===== src/rtl/spf_pkg.sv =====
package spf_pkg;

  typedef enum logic [3:0] {
    ST_IDLE,
    ST_POLL_OP,
    ST_POLL_RD,
    ST_POLL_GAP,
    ST_WEN_OP,
    ST_WEN_GAP,
    ST_PRG_OP,
    ST_PRG_ADR,
    ST_PRG_DAT,
    ST_PRG_GAP
  } spf_state_e;

  localparam logic [7:0] OP_STATUS = 8'h05;
  localparam logic [7:0] OP_WEN    = 8'h06;
  localparam logic [7:0] OP_PROG   = 8'h02;
  localparam logic [7:0] DUMMY     = 8'h00;
  localparam int         BUSY_BIT  = 0;

endpackage


===== src/rtl/spf_chunk_calc.sv =====
module spf_chunk_calc #(
  parameter int ADDR_W = 24,
  parameter int LEN_W  = 17,
  parameter int PAGE_W = 8
) (
  input  logic [ADDR_W-1:0] cur_addr,
  input  logic [LEN_W-1:0]  remain,
  output logic [PAGE_W:0]   chunk
);

  localparam int CH_W = PAGE_W + 1;
  localparam logic [CH_W-1:0] PAGE_SZ = CH_W'(1) << PAGE_W;

  logic [CH_W-1:0]  room;
  logic [LEN_W-1:0] room_ext;

  // bytes from the current address to the end of its page
  assign room     = PAGE_SZ - {1'b0, cur_addr[PAGE_W-1:0]};
  assign room_ext = LEN_W'(room);
  assign chunk    = (remain < room_ext) ? CH_W'(remain) : room;

endmodule


===== src/rtl/spf_req_check.sv =====
module spf_req_check #(
  parameter int              ADDR_W    = 24,
  parameter int              LEN_W     = 17,
  parameter longint unsigned DEV_BYTES = 64'd1048576
) (
  input  logic [ADDR_W-1:0] addr,
  input  logic [LEN_W-1:0]  len,
  output logic              is_zero,
  output logic              is_over
);

  localparam int SUM_W = ((ADDR_W > LEN_W) ? ADDR_W : LEN_W) + 1;
  localparam logic [SUM_W-1:0] LIMIT = SUM_W'(DEV_BYTES);

  logic [SUM_W-1:0] req_end;

  assign req_end = SUM_W'(addr) + SUM_W'(len);
  assign is_zero = (len == '0);
  assign is_over = (req_end > LIMIT);

endmodule


===== src/rtl/spf_track.sv =====
module spf_track #(
  parameter int ADDR_W = 24,
  parameter int LEN_W  = 17,
  parameter int PAGE_W = 8
) (
  input  logic              clk,
  input  logic              rst_n,
  input  logic              load,
  input  logic [ADDR_W-1:0] load_addr,
  input  logic [LEN_W-1:0]  load_len,
  input  logic              clr_written,
  input  logic              chunk_load,
  input  logic              byte_fire,
  input  logic              chunk_close,
  output logic [ADDR_W-1:0] cur_addr,
  output logic              last_in_chunk,
  output logic              all_done,
  output logic [LEN_W-1:0]  written
);

  localparam int CH_W = PAGE_W + 1;

  logic [ADDR_W-1:0] addr_q, addr_d;
  logic [LEN_W-1:0]  rem_q, rem_d;
  logic [CH_W-1:0]   clen_q, cleft_q, cleft_d;
  logic [LEN_W-1:0]  wr_q, wr_d;
  logic [CH_W-1:0]   chunk_nxt;
  logic              addr_en, rem_en, clen_en, cleft_en, wr_en;

  spf_chunk_calc #(
    .ADDR_W (ADDR_W),
    .LEN_W  (LEN_W),
    .PAGE_W (PAGE_W)
  ) u_calc (
    .cur_addr (addr_q),
    .remain   (rem_q),
    .chunk    (chunk_nxt)
  );

  // clock enables
  assign addr_en  = load | byte_fire;
  assign rem_en   = load | byte_fire;
  assign clen_en  = chunk_load;
  assign cleft_en = chunk_load | byte_fire;
  assign wr_en    = clr_written | chunk_close;

  always_comb begin
    addr_d  = byte_fire ? addr_q + ADDR_W'(1) : load_addr;
    rem_d   = byte_fire ? rem_q - LEN_W'(1) : load_len;
    cleft_d = byte_fire ? cleft_q - CH_W'(1) : chunk_nxt;
    wr_d    = clr_written ? '0 : wr_q + LEN_W'(clen_q);
  end

  always_ff @(posedge clk or negedge rst_n) begin
    if (!rst_n) begin
      addr_q  <= '0;
      rem_q   <= '0;
      clen_q  <= '0;
      cleft_q <= '0;
      wr_q    <= '0;
    end else begin
      if (addr_en)  addr_q  <= addr_d;
      if (rem_en)   rem_q   <= rem_d;
      if (clen_en)  clen_q  <= chunk_nxt;
      if (cleft_en) cleft_q <= cleft_d;
      if (wr_en)    wr_q    <= wr_d;
    end
  end

  assign cur_addr      = addr_q;
  assign last_in_chunk = (cleft_q == CH_W'(1));
  assign all_done      = (rem_q == '0);
  assign written       = wr_q;

  // a chunk is never empty and never longer than what is left
  assert_chunk_fits_R1: assert property (@(posedge clk) disable iff (!rst_n)
    chunk_load |-> (chunk_nxt != '0) && (LEN_W'(chunk_nxt) <= rem_q))
    else $error("chunk size out of range");

  // the count moves only on acceptance or at the end of a chunk
  assert_written_hold_R8: assert property (@(posedge clk) disable iff (!rst_n)
    !(chunk_close || clr_written) |=> $stable(wr_q))
    else $error("written changed outside a chunk end");

endmodule


===== src/rtl/spf_seq.sv =====
module spf_seq
  import spf_pkg::*;
#(
  parameter int ADDR_W = 24,
  parameter int PAGE_W = 8
) (
  input  logic              clk,
  input  logic              rst_n,
  input  logic              req_valid,
  input  logic              req_zero,
  input  logic              req_over,
  output logic              req_ready,
  input  logic              in_valid,
  output logic              in_ready,
  input  logic [7:0]        in_data,
  output logic              spi_cs_n,
  output logic              spi_tx_valid,
  input  logic              spi_tx_ready,
  output logic [7:0]        spi_tx_byte,
  input  logic [7:0]        spi_rx_byte,
  input  logic [ADDR_W-1:0] cur_addr,
  input  logic              last_in_chunk,
  input  logic              all_done,
  output logic              load,
  output logic              clr_written,
  output logic              chunk_load,
  output logic              byte_fire,
  output logic              chunk_close,
  output logic              done,
  output logic              rejected
);

  localparam int ADDR_BYTES = ADDR_W / 8;
  localparam int IDX_W      = (ADDR_BYTES > 1) ? $clog2(ADDR_BYTES) : 1;

  spf_state_e       state_q, state_d;
  logic             busy_q, busy_d;
  logic [IDX_W-1:0] idx_q, idx_d;
  logic             done_q, done_d;
  logic             rej_q, rej_d;
  logic [7:0]       adr_bytes [ADDR_BYTES];

  // address byte g is bits [8g+7:8g]; sent from the top index down
  for (genvar g = 0; g < ADDR_BYTES; g++) begin : g_adr
    assign adr_bytes[g] = cur_addr[8*g +: 8];
  end

  always_comb begin
    state_d      = state_q;
    busy_d       = busy_q;
    idx_d        = idx_q;
    done_d       = 1'b0;
    rej_d        = 1'b0;
    spi_tx_valid = 1'b0;
    spi_tx_byte  = DUMMY;
    in_ready     = 1'b0;
    load         = 1'b0;
    clr_written  = 1'b0;
    chunk_load   = 1'b0;
    byte_fire    = 1'b0;
    chunk_close  = 1'b0;
    unique case (state_q)
      ST_IDLE: begin
        if (req_valid) begin
          clr_written = 1'b1;
          if (req_zero) begin
            done_d = 1'b1;
          end else if (req_over) begin
            done_d = 1'b1;
            rej_d  = 1'b1;
          end else begin
            load    = 1'b1;
            state_d = ST_POLL_OP;
          end
        end
      end
      ST_POLL_OP: begin
        spi_tx_valid = 1'b1;
        spi_tx_byte  = OP_STATUS;
        if (spi_tx_ready) state_d = ST_POLL_RD;
      end
      ST_POLL_RD: begin
        spi_tx_valid = 1'b1;
        spi_tx_byte  = DUMMY;
        if (spi_tx_ready) begin
          busy_d  = spi_rx_byte[BUSY_BIT];
          state_d = ST_POLL_GAP;
        end
      end
      ST_POLL_GAP: begin
        state_d = busy_q ? ST_POLL_OP : ST_WEN_OP;
      end
      ST_WEN_OP: begin
        spi_tx_valid = 1'b1;
        spi_tx_byte  = OP_WEN;
        if (spi_tx_ready) state_d = ST_WEN_GAP;
      end
      ST_WEN_GAP: begin
        chunk_load = 1'b1;
        state_d    = ST_PRG_OP;
      end
      ST_PRG_OP: begin
        spi_tx_valid = 1'b1;
        spi_tx_byte  = OP_PROG;
        if (spi_tx_ready) begin
          idx_d   = IDX_W'(ADDR_BYTES - 1);
          state_d = ST_PRG_ADR;
        end
      end
      ST_PRG_ADR: begin
        spi_tx_valid = 1'b1;
        spi_tx_byte  = adr_bytes[idx_q];
        if (spi_tx_ready) begin
          if (idx_q == '0) state_d = ST_PRG_DAT;
          else             idx_d   = idx_q - IDX_W'(1);
        end
      end
      ST_PRG_DAT: begin
        spi_tx_valid = in_valid;
        spi_tx_byte  = in_data;
        in_ready     = spi_tx_ready;
        if (in_valid && spi_tx_ready) begin
          byte_fire = 1'b1;
          if (last_in_chunk) state_d = ST_PRG_GAP;
        end
      end
      ST_PRG_GAP: begin
        chunk_close = 1'b1;
        if (all_done) begin
          done_d  = 1'b1;
          state_d = ST_IDLE;
        end else begin
          state_d = ST_POLL_OP;
        end
      end
      default: state_d = ST_IDLE;
    endcase
  end

  always_ff @(posedge clk or negedge rst_n) begin
    if (!rst_n) begin
      state_q <= ST_IDLE;
      busy_q  <= 1'b0;
      idx_q   <= '0;
      done_q  <= 1'b0;
      rej_q   <= 1'b0;
    end else begin
      state_q <= state_d;
      busy_q  <= busy_d;
      idx_q   <= idx_d;
      done_q  <= done_d;
      rej_q   <= rej_d;
    end
  end

  assign req_ready = (state_q == ST_IDLE);
  assign spi_cs_n  = (state_q == ST_IDLE) || (state_q == ST_POLL_GAP) ||
                     (state_q == ST_WEN_GAP) || (state_q == ST_PRG_GAP);
  assign done      = done_q;
  assign rejected  = rej_q;

  // bytes are offered only inside a select window
  assert_tx_selected_R4: assert property (@(posedge clk) disable iff (!rst_n)
    spi_cs_n |-> !spi_tx_valid)
    else $error("byte offered with select released");

  // payload is taken only while selected and bytes are still owed
  assert_in_ready_data_R5: assert property (@(posedge clk) disable iff (!rst_n)
    in_ready |-> (!spi_cs_n && !all_done))
    else $error("payload taken outside a data phase");

  // the last byte of a chunk ends a page or ends the request
  assert_page_end_R1: assert property (@(posedge clk) disable iff (!rst_n)
    (byte_fire && last_in_chunk) |=> (cur_addr[PAGE_W-1:0] == '0) || all_done)
    else $error("chunk ended inside a page");

  // completion is reported only with the block idle
  assert_done_idle_R9: assert property (@(posedge clk) disable iff (!rst_n)
    done |-> req_ready)
    else $error("done while busy");

  // a refusal always comes with done
  assert_reject_done_R7: assert property (@(posedge clk) disable iff (!rst_n)
    rejected |-> done)
    else $error("rejected without done");

endmodule


===== src/rtl/spf_page_writer.sv =====
module spf_page_writer #(
  parameter int              ADDR_W    = 24,
  parameter int              LEN_W     = 17,
  parameter int              PAGE_W    = 8,
  parameter longint unsigned DEV_BYTES = 64'd1048576
) (
  input  logic              clk,
  input  logic              rst_n,
  input  logic              req_valid,
  output logic              req_ready,
  input  logic [ADDR_W-1:0] req_addr,
  input  logic [LEN_W-1:0]  req_len,
  input  logic              in_valid,
  output logic              in_ready,
  input  logic [7:0]        in_data,
  output logic              spi_cs_n,
  output logic              spi_tx_valid,
  input  logic              spi_tx_ready,
  output logic [7:0]        spi_tx_byte,
  input  logic [7:0]        spi_rx_byte,
  output logic              done,
  output logic              rejected,
  output logic [LEN_W-1:0]  written
);

  logic              req_zero, req_over;
  logic [ADDR_W-1:0] cur_addr;
  logic              last_in_chunk, all_done;
  logic              load, clr_written, chunk_load, byte_fire, chunk_close;

  spf_req_check #(
    .ADDR_W    (ADDR_W),
    .LEN_W     (LEN_W),
    .DEV_BYTES (DEV_BYTES)
  ) u_check (
    .addr    (req_addr),
    .len     (req_len),
    .is_zero (req_zero),
    .is_over (req_over)
  );

  spf_track #(
    .ADDR_W (ADDR_W),
    .LEN_W  (LEN_W),
    .PAGE_W (PAGE_W)
  ) u_track (
    .clk           (clk),
    .rst_n         (rst_n),
    .load          (load),
    .load_addr     (req_addr),
    .load_len      (req_len),
    .clr_written   (clr_written),
    .chunk_load    (chunk_load),
    .byte_fire     (byte_fire),
    .chunk_close   (chunk_close),
    .cur_addr      (cur_addr),
    .last_in_chunk (last_in_chunk),
    .all_done      (all_done),
    .written       (written)
  );

  spf_seq #(
    .ADDR_W (ADDR_W),
    .PAGE_W (PAGE_W)
  ) u_seq (
    .clk           (clk),
    .rst_n         (rst_n),
    .req_valid     (req_valid),
    .req_zero      (req_zero),
    .req_over      (req_over),
    .req_ready     (req_ready),
    .in_valid      (in_valid),
    .in_ready      (in_ready),
    .in_data       (in_data),
    .spi_cs_n      (spi_cs_n),
    .spi_tx_valid  (spi_tx_valid),
    .spi_tx_ready  (spi_tx_ready),
    .spi_tx_byte   (spi_tx_byte),
    .spi_rx_byte   (spi_rx_byte),
    .cur_addr      (cur_addr),
    .last_in_chunk (last_in_chunk),
    .all_done      (all_done),
    .load          (load),
    .clr_written   (clr_written),
    .chunk_load    (chunk_load),
    .byte_fire     (byte_fire),
    .chunk_close   (chunk_close),
    .done          (done),
    .rejected      (rejected)
  );

endmodule


===== config.mk =====
export PLATFORM = sky130hd
export DESIGN_NAME = spf_page_writer
export DESIGN_NICKNAME = d
export VERILOG_FILES = /design/src/rtl/spf_pkg.sv /design/src/rtl/spf_chunk_calc.sv /design/src/rtl/spf_req_check.sv /design/src/rtl/spf_track.sv /design/src/rtl/spf_seq.sv /design/src/rtl/spf_page_writer.sv
export SDC_FILE = /design/constraint.sdc
export NUM_CORES = 1
export LEC_CHECK = 0
export ABC_AREA = 1
export BUFFER_PORTS_ARGS = -buffer_cell sky130_fd_sc_hd__buf_2
export CAP_MARGIN = 25
export CORE_UTILIZATION = 25
export DETAILED_ROUTE_END_ITERATION = 16
export GPL_TIMING_DRIVEN = 0
export SLEW_MARGIN = 20
export SYNTH_ARGS = -nofsm -noshare
export SYNTH_HDL_FRONTEND = slang
export SYNTH_SLANG_ARGS = --single-unit

===== constraint.sdc =====
create_clock -name clk -period 3.7 [get_ports clk]
set_clock_uncertainty 0.15 [all_clocks]
set_input_delay 0.74 -clock clk [delete_from_list [all_inputs] [get_ports clk]]
set_output_delay 0.74 -clock clk [all_outputs]
set_load 0.05 [all_outputs]

# == After elaboration in Yosys (flattened, before gate mapping) ==
# Index checks and enable logic that the tools add are counted.
# totals
wordCells,106
regBits,85
in_bits,62
out_inout_bits,31
# classes
bitwise_logic,4
addsub,7
n_lt_le_gt_ge,3
n_eq_ne,22
mux,47
n_reduce_logical,13
# op_table
operator,count
$mux 4,11
$pmux 4 s10,1
$pmux 8 s5,1
$logic_not 17->1,2
$mux 17,2
$add 24x17->25,1
$gt 25x21->1 const B,1
$add 24x1->24 const B,1
$mux 24,1
$ne 2x2->1 const B,10
$mux 1,19
$mux 9,2
$add 17x9->17,1
$lt 17x9->1,1
$sub 17x1->17 const B,1
$bmux 8 s2,1
$eq 4x3->1 const B,4
$mux 8,2
$reduce_and 11->1,1
$eq 9x1->1 const B,1
$sub 9x1->9 const B,1
$sub 9x8->9 const A,1
$eq 4x2->1 const B,2
$eq 4x4->1 const B,2
18 further kinds,26

# == Logic depth before layout (Yosys ltp) ==
# Gate-level depths: netlist of run 1.
# depth
word_depth,7
depth_mapped,22
ltp_nobuf,20

# == Modules after synthesis ==
# Synthesis of run 1 repeated with hierarchy kept, for this count alone.
# unflattened
cells_unflattened,1330
area_unflattened_um2,8081.5
# modules_own_cells
mod,area_each_um2,cells_each,n_inst,seq_area_each_um2
spf_track,5056.1,753,1,1901.8
spf_req_check,1486.4,301,1,0.0
spf_seq,960.9,166,1,225.2
spf_chunk_calc,578.1,110,1,0.0

# == Worst setup path after synthesis of run 1 ==
# OpenSTA, ideal clock, no wires.
# synth_timing
path_type,reg-to-reg
start,reg u_track.addr_q[2] (netlist: u_track.cur_addr[2])
end,reg u_track.cleft_q[6]
required_time_ps,3416
period_less_slack_ps,3084
setup_ps,134
slack_ps,616
arrival_ps,2800
path_buffers,2
path_stages_with_launch,13
path_cell_list,dfrtp_1 > buf_2 > nor3_1 > nand3_1 > nor3_1 > xor2_1 > ha_1 > nand4_1 > o311ai_1 > clkbuf_1 > nand2_1 > o211ai_1 > o21ai_0
# synth_via
elab_chain_cells,4
# synth_lines
item,line_no,text
"start, declared",spf_track.sv:23,"logic [ADDR_W-1:0] addr_q, addr_d;"
"start signal, assigned",spf_track.sv:62,if (addr_en) addr_q <= addr_d;
$sub 9x8->9 *,spf_chunk_calc.sv:18,"assign room = PAGE_SZ - {1'b0, cur_addr[PAGE_W-1:0]};"
$lt 17x9->1,spf_chunk_calc.sv:20,assign chunk = (remain < room_ext) ? CH_W'(remain) : room;
$mux 9 *,spf_chunk_calc.sv:20,
$mux 9 *,spf_track.sv:50,cleft_d = byte_fire ? cleft_q - CH_W'(1) : chunk_nxt;
"end signal, assigned",spf_track.sv:65,if (cleft_en) cleft_q <= cleft_d;
"end, declared",spf_track.sv:25,"logic [CH_W-1:0] clen_q, cleft_q, cleft_d;"
# Every way passes the cells marked *; elsewhere a longest branch is shown, timed or not.
# A chain may end at the register's enable or synchronous reset.

# == Worst setup path in the final report of run 1 ==
# layout_timing
start,in req_addr[0]
end,reg u_track.addr_q[2] (netlist: u_track.cur_addr[2])
# layout_via
elab_chain_cells,7
# layout_lines
item,line_no,text
"start, declared",spf_page_writer.sv:11,"input logic [ADDR_W-1:0] req_addr,"
$add 24x17->25,spf_req_check.sv:17,assign req_end = SUM_W'(addr) + SUM_W'(len);
$gt 25x21->1,spf_req_check.sv:19,assign is_over = (req_end > LIMIT);
$mux 1,spf_seq.sv:68,end else if (req_over) begin
$mux 1,spf_seq.sv:66,if (req_zero) begin
$mux 1,spf_seq.sv:64,if (req_valid) begin
$mux 1,spf_seq.sv:62,unique case (state_q)
$or 1x1->1,spf_track.sv:41,assign addr_en = load | byte_fire;
# No other way between the ends.

==> results of run 1 <==
registers in the layout, indices dropped and copies added (netlist names):
name and cells:
u_seq.busy_q 1, u_seq.done 1, u_seq.idx_q 2, u_seq.rejected 1, u_seq.state_q 4, u_track.cleft_q 9, u_track.clen_q 9, u_track.cur_addr 24
u_track.rem_q 17, u_track.written 17
synth_stat cells (4+ instances only):
library cell and count:
o21ai_0 77, o31ai_1 5, dfrtp_1 85, buf_2 6
a21oi_1 45, o211ai_1 10, xor2_1 27, a22o_1 5
clkbuf_1 23, nand3_1 113, ha_1 40, nor2_1 105
nand2_1 393, nand4_1 21, xnor2_1 4, nor4_1 8
a31oi_1 5, inv_1 173, nor3_1 19, o22ai_1 6
layout make-up:
| cell class | count | share of cell area [%] |
|---|---|---|
| clock buffers | 11 | 2.83 |
| plain buffers | 33 | 1.74 |
| inverters | 174 | 7.31 |
| clock inverters | 5 | 0.924 |
| well taps | 390 | 5.46 |
| repair buffers | 87 | 5.22 |
| flip-flops and latches | 85 | 23.8 |
| multi-input cells | 926 | 52.7 |
per-layer routing:
metal	vias up	track usage (%)	part of all wire, %
met1	3763	23.1	48
met5	-	0	0
met3	30	2.36	7.3
li1	4158	-	-
met2	296	23.8	43
met4	0	4.42	2.0
placed cells by master (no fill, tap or decap), types with 4 or more instances in the layout:
cell type and instances:
nor2_1 104, clkbuf_1 22, nand3_1 113, nand4_1 21
nor2_2 4, nor4_1 8, clkbuf_16 9, inv_1 173
o21ai_0 73, xnor2_1 4, a21oi_1 45, buf_2 90
ha_1 40, nand2_1 393, nor3_1 19, o31ai_1 5
o22ai_1 6, a22o_1 5, o21ai_1 4, xor2_1 27
o211ai_1 10, a31oi_1 5, dfrtp_1 85, buf_6 4
what timing repair did:
item | in CTS | in global routing
endpoints found under the setup margin | 1 | 17
hold buffers | 0 | 0
gates resized for setup | 1 | 8
setup buffers | 0 | 1
per-stage QoR:
step,std cells,hold slack (ps)
6_report,1711,47.0
5_1_grt,1711,54.4
4_1_cts,1710,40.6
3_5_place_dp,1694,315
3_3_place_gp,1693,303
2_1_floorplan,1218,294
logic make-up (layout without fill, tap and decap cells):
group                      after synthesis  after routing  share of synthesized area, %
xor gates and xnor gates                31             31                          3.56
AOI/OAI and AO/OA                      173            173                          13.2
buffers and inverters                  207            310                          10.6
DFF                                     85             85                          27.9
adders and majority gates               42             42                          7.09
and+or+nand+nor                        680            680                          37.7
worst min-delay path by stage:
stage	startpoint	end	slack [ps]	cells after the start
global placement	u_track.written[16]	u_track.written[16]	300	1
floorplan	rst_n	u_seq.busy_q	290	0
detailed placement	u_track.written[16]	u_track.written[16]	310	1
global route	rst_n	u_track.written[6]	50	1
finish	rst_n	u_track.written[6]	50	1
CTS	rst_n	u_track.written[6]	40	1
report_power, final:
group          internal [mW]  switching (mW)
logic                  0.310           0.544
registers               1.02           0.128
clock network          0.629           0.402
total                   1.96            1.07
==> flow_summary.json, run 1 <==
{
  "status": "complete, no violations",
  "fmax_ghz": 0.289,
  "dieArea_mm2": 0.0312,
  "maxSlewViolCount": 0,
  "grt_max_degree": 71,
  "initial_core_util_pct": 25.6,
  "netlist_instances": 1218,
  "dpl_worst_slack_ps": -111,
  "min_path_type": "in -> async",
  "cap_violations": 0,
  "ys_warn_count": 0,
  "io_pins": 93,
  "via_per_inst": 4.82,
  "crit_fanout": 10,
  "critPathSlowestCell": "fa_1",
  "worst_slew_pin_slew_ps": 758,
  "cellLeakagePower_nw": 4.71,
  "powerDensity_mw_per_mm2": 340,
  "root_buffer": "clkbuf_16",
  "grt_usage_pct": 15.8,
  "seq_area_mm2": 0.00213,
  "antenna_cells": 0,
  "synth_cell_types": 52,
  "cp-start-kind": "input port",
  "arrival_ps": 3600,
  "grt_pass1_vias": 7554,
  "synth_edf_count": 0,
  "ys_ff_latch": 85,
  "wl_um": 24300,
  "fillCellCount": 3314,
  "drt_iter0_markers": 761,
  "die_x_um": 177,
  "r2r_cells": 14,
  "placed_area_mm2": 0.00857,
  "routabilityCongestion": 0.916,
  "cts.sinks": 85,
  "io_buffer_count": 85,
  "core_mm2": 0.0298,
  "syn_nets": 1322,
  "cp.buffers_inverters": 3,
  "clk_path_buf_depth": 2,
  "antenna_found_initial": 0,
  "hold_viol": 0,
  "fp.dieH_um": 177,
  "crit_top_cell": "nand2_1",
  "post-route-drc-count": 0,
  "total_power_mw": 3.04,
  "period_share_pct": 93.6,
  "vias": 8247,
  "h-tree-depth": 3,
  "fin_ws_ps": 238,
  "cts_tree": "done",
  "path_cells": "buf_2, ha_1, fa_1, nand3_1, nand3_1, nand2_1, nand2_1, nand2_1, nand2_1, nand2_1, nand2_1, nor2_1, nand2_1, nor2_1, nand2_1, nand2_2, nand2_4, nand2_4, buf_6, buf_6, nand2_1, nand2_1",
  "synth_top_area_cell": "dfrtp_1",
  "r2r-end": "u_track.cleft_q[4]",
  "crit_family": "simple AND/OR/NAND/NOR gates",
  "syn_area_per_cell_um2": 6.26,
  "cp-startpoint": "req_addr[0]",
  "crit_path_end": "u_track.cur_addr[2]",
  "fin_tns_setup_ps": 0,
  "setup_violations": 0,
  "ff2ff_setup_slack_ps": 250,
  "grt-ovfl-total": 0,
  "wl_per_cell_um": 14.2,
  "crit_required_ps": 3840,
  "crit_cells": 22,
  "synthToLayoutAreaGrowth_pct": 17.2,
  "clk_pin_slew_ps": 70,
  "post-dp-hpwl_um": 19700,
  "drive_gt1_share_pct": 9.77,
  "synth_ff_type": "dfrtp_1",
  "synthArstFlopShare_pct": 100,
  "antenna_left": 0,
  "grt_pass1_wl_um": 38700,
  "endpoint_kind": "register",
  "cts_made_buffers": 9,
  "synthTopCellsByArea": "dfrtp_1 (28%), nand2_1 (19%), inv_1 (8.5%)",
  "rsz0062_at_grt": "false",
  "row_count": 63,
  "clock_latency_ps": 360,
  "nets": 1420,
  "netlist_area_mm2": 0.00763,
  "worstReg2RegStart": "u_track.cur_addr[0]",
  "first_pass_iters": 5,
  "crit_type": "in -> reg",
  "multi_input_area_mm2": 0.00471,
  "finish.instance_area_mm2": 0.00894,
  "post-synth-top-area-fraction_pct": 27.9,
  "layout_min_cycle_time_ps": 3460,
  "ir_drop_mv": 0.151,
  "ys_seq_area_share_pct": 27.9,
  "final_util_pct": 30.0,
  "slew_headroom_pct": 49.0,
  "cpPeakStageDelay_ps": 440
}
No activity file was read; power rests on OpenSTA's default activity.
==> run 2: changes to the inputs <==
- BUFFER_PORTS_ARGS: -buffer_cell sky130_fd_sc_hd__buf_2 -> -buffer_cell sky130_fd_sc_hd__clkbuf_2
- CTS_CLUSTER_DIAMETER: default -> 40
==> run 2 against run 1 <==
  * Global-route usage fell by 0.087 points
  * Non-clock buffer count is 1 lower
  * Utilization fell by 0.16 points
  * First-iteration DRC count fell by 17%
  * Sequential power about the same
  * Die area unchanged
  * Sequential share of layout area up 0.13 points
  * Highest routed layer unchanged
==> flow_summary.json, run 2 (synthesis gave the netlist of run 1 again) <==
{
  "status": "complete, no violations",
  "crit_cells": 14,
  "dpl_worst_slack_ps": -83.3,
  "holdBufCountCts": 0,
  "crit_family": "compound AO/OA/AOI/OAI gates",
  "nets": 1419,
  "fmax_ghz": 0.290,
  "io_pins": 93,
  "cellLeakagePower_nw": 4.71,
  "path_cells": "inv_1, ha_1, nand3_1, nor2_1, nand2_1, xor2_1, ha_1, nand4_1, inv_1, a21oi_1, o311ai_4, clkbuf_2, o211ai_1, o211ai_1",
  "first_pass_iters": 6,
  "final_common_cell": "nand2_1",
  "die_x_um": 177,
  "endpoint_kind": "register",
  "critPathSlowestCell": "dfrtp_1",
  "crit_type": "reg -> reg",
  "row_count": 63,
  "wl_per_cell_um": 14.1,
  "largest_register_ffs": 24,
  "routabilityCongestion": 0.905,
  "synthToLayoutAreaGrowth_pct": 16.6,
  "wl_um": 24100,
  "hold_viol": 0,
  "drive_gt1_share_pct": 9.92,
  "cp.buffers_inverters": 3,
  "cap_violations": 0,
  "internal_power_mw": 1.86,
  "initial_core_util_pct": 25.6,
  "arrival_ps": 3520,
  "post-route-drc-count": 0,
  "clk_pin_slew_ps": 70,
  "post-dp-hpwl_um": 19600,
  "fin_tns_setup_ps": 0,
  "dieArea_mm2": 0.0312,
  "seqPwrFrac_pct": 39.3,
  "clock_latency_ps": 350,
  "fin_ws_ps": 246,
  "crit_path_end": "u_track.cleft_q[4]",
  "switchingPower_mw": 1.08,
  "layout_min_cycle_time_ps": 3450,
  "grt_pass1_wl_um": 38600,
  "h-tree-depth": 3,
  "clock_power_share_pct": 31.7,
  "period_share_pct": 93.4,
  "min_path_type": "in -> async",
  "rsz0062_at_grt": "false",
  "core_mm2": 0.0298,
  "root_buffer": "clkbuf_16",
  "finish.instance_area_mm2": 0.00889,
  "final_util_pct": 29.8,
  "cts_tree": "done",
  "antenna_found_initial": 0,
  "total_power_mw": 2.94,
  "maxSlewViolCount": 0,
  "via_per_inst": 4.81,
  "cp-start-kind": "register",
  "crit_fanout": 10,
  "ff2ff_setup_slack_ps": 250,
  "antenna_left": 0,
  "fp.dieH_um": 177,
  "vias": 8224,
  "final_cell_mix": "nand2_1 (392), inv_1 (173), nand3_1 (113)",
  "drt_iter0_markers": 631,
  "cp-startpoint": "u_track.cur_addr[0]",
  "grt_usage_pct": 15.7,
  "grt_pass1_vias": 7502,
  "clk_path_buf_depth": 2,
  "placed_area_mm2": 0.00855,
  "cts.sinks": 85,
  "r2r-end": "u_track.cleft_q[4]",
  "worstReg2RegStart": "u_track.cur_addr[0]",
  "combPwrFrac_pct": 29.0,
  "r2r_cells": 14,
  "worst_slew_pin_slew_ps": 794,
  "powerDensity_mw_per_mm2": 330,
  "setup_violations": 0,
  "io_buffer_count": 85,
  "grt-ovfl-total": 0,
  "ir_drop_mv": 0.188,
  "antenna_cells": 0,
  "cts_made_buffers": 9,
  "swShare_pct": 36.8,
  "cpPeakStageDelay_ps": 460,
  "slew_headroom_pct": 46.6,
  "grt_max_degree": 86,
  "crit_required_ps": 3770
}
-- run 2: what timing repair did --
| item | 4_1_cts | 5_1_grt |
|---|---|---|
| setup endpoints to repair | 0 | 35 |
| resized for setup | 0 | 12 |
| setup buffers | 0 | 1 |
| endpoints found under the hold margin | 0 | 0 |
-- run 2: power by group through the flow --
| stage | Clock, mW | Sequential, mW | Combinational, mW |
|---|---|---|---|
| 6_report | 0.932 | 1.15 | 0.852 |
| 5_1_grt | 0.993 | 1.17 | 0.970 |
| 4_1_cts | 0.956 | 1.15 | 0.836 |
| 3_5_place_dp | 0 | 1.17 | 0.831 |
| 3_3_place_gp | 0 | 1.16 | 0.818 |
| 2_1_floorplan | 0 | 1.13 | 0.604 |
-- run 2: through the flow --
stage	cells	hold WS (ps)
after global routing	1710	328
after floorplan	1218	294
final	1710	277
after global placement	1693	308
after detailed placement	1693	326
after CTS	1709	321
-- run 2: worst min-delay path by stage --
stage | start | endpoint | slack (ps) | cells past startpoint
detailed placement | u_track.written[16] | u_track.written[16] | 330 | 1
global route | rst_n | u_track.written[7] | 330 | 1
CTS | rst_n | u_track.written[7] | 320 | 1
finish | rst_n | u_track.written[6] | 280 | 1
global placement | u_track.written[16] | u_track.written[16] | 310 | 1
floorplan | rst_n | u_seq.busy_q | 290 | 0
-- run 2: cell type report --
cell class / instances / area, um2
Buffer: 33 / 155
Clock buffer: 9 / 225
Clock inverter: 7 / 76.3
Fill cell: 3349 / 20900
Inverter: 174 / 653
Multi-Input combinational cell: 926 / 4720
Sequential cell: 85 / 2130
Tap cell: 390 / 488
Timing Repair Buffer: 86 / 442
-- run 2: per-layer routing --
layer,track usage [%],vias up,wire [um]
li1,-,4157,-
met1,22.7,3784,12000
met2,24.3,259,10400
met3,2.36,24,1360
met4,3.56,0,396
met5,0,-,0
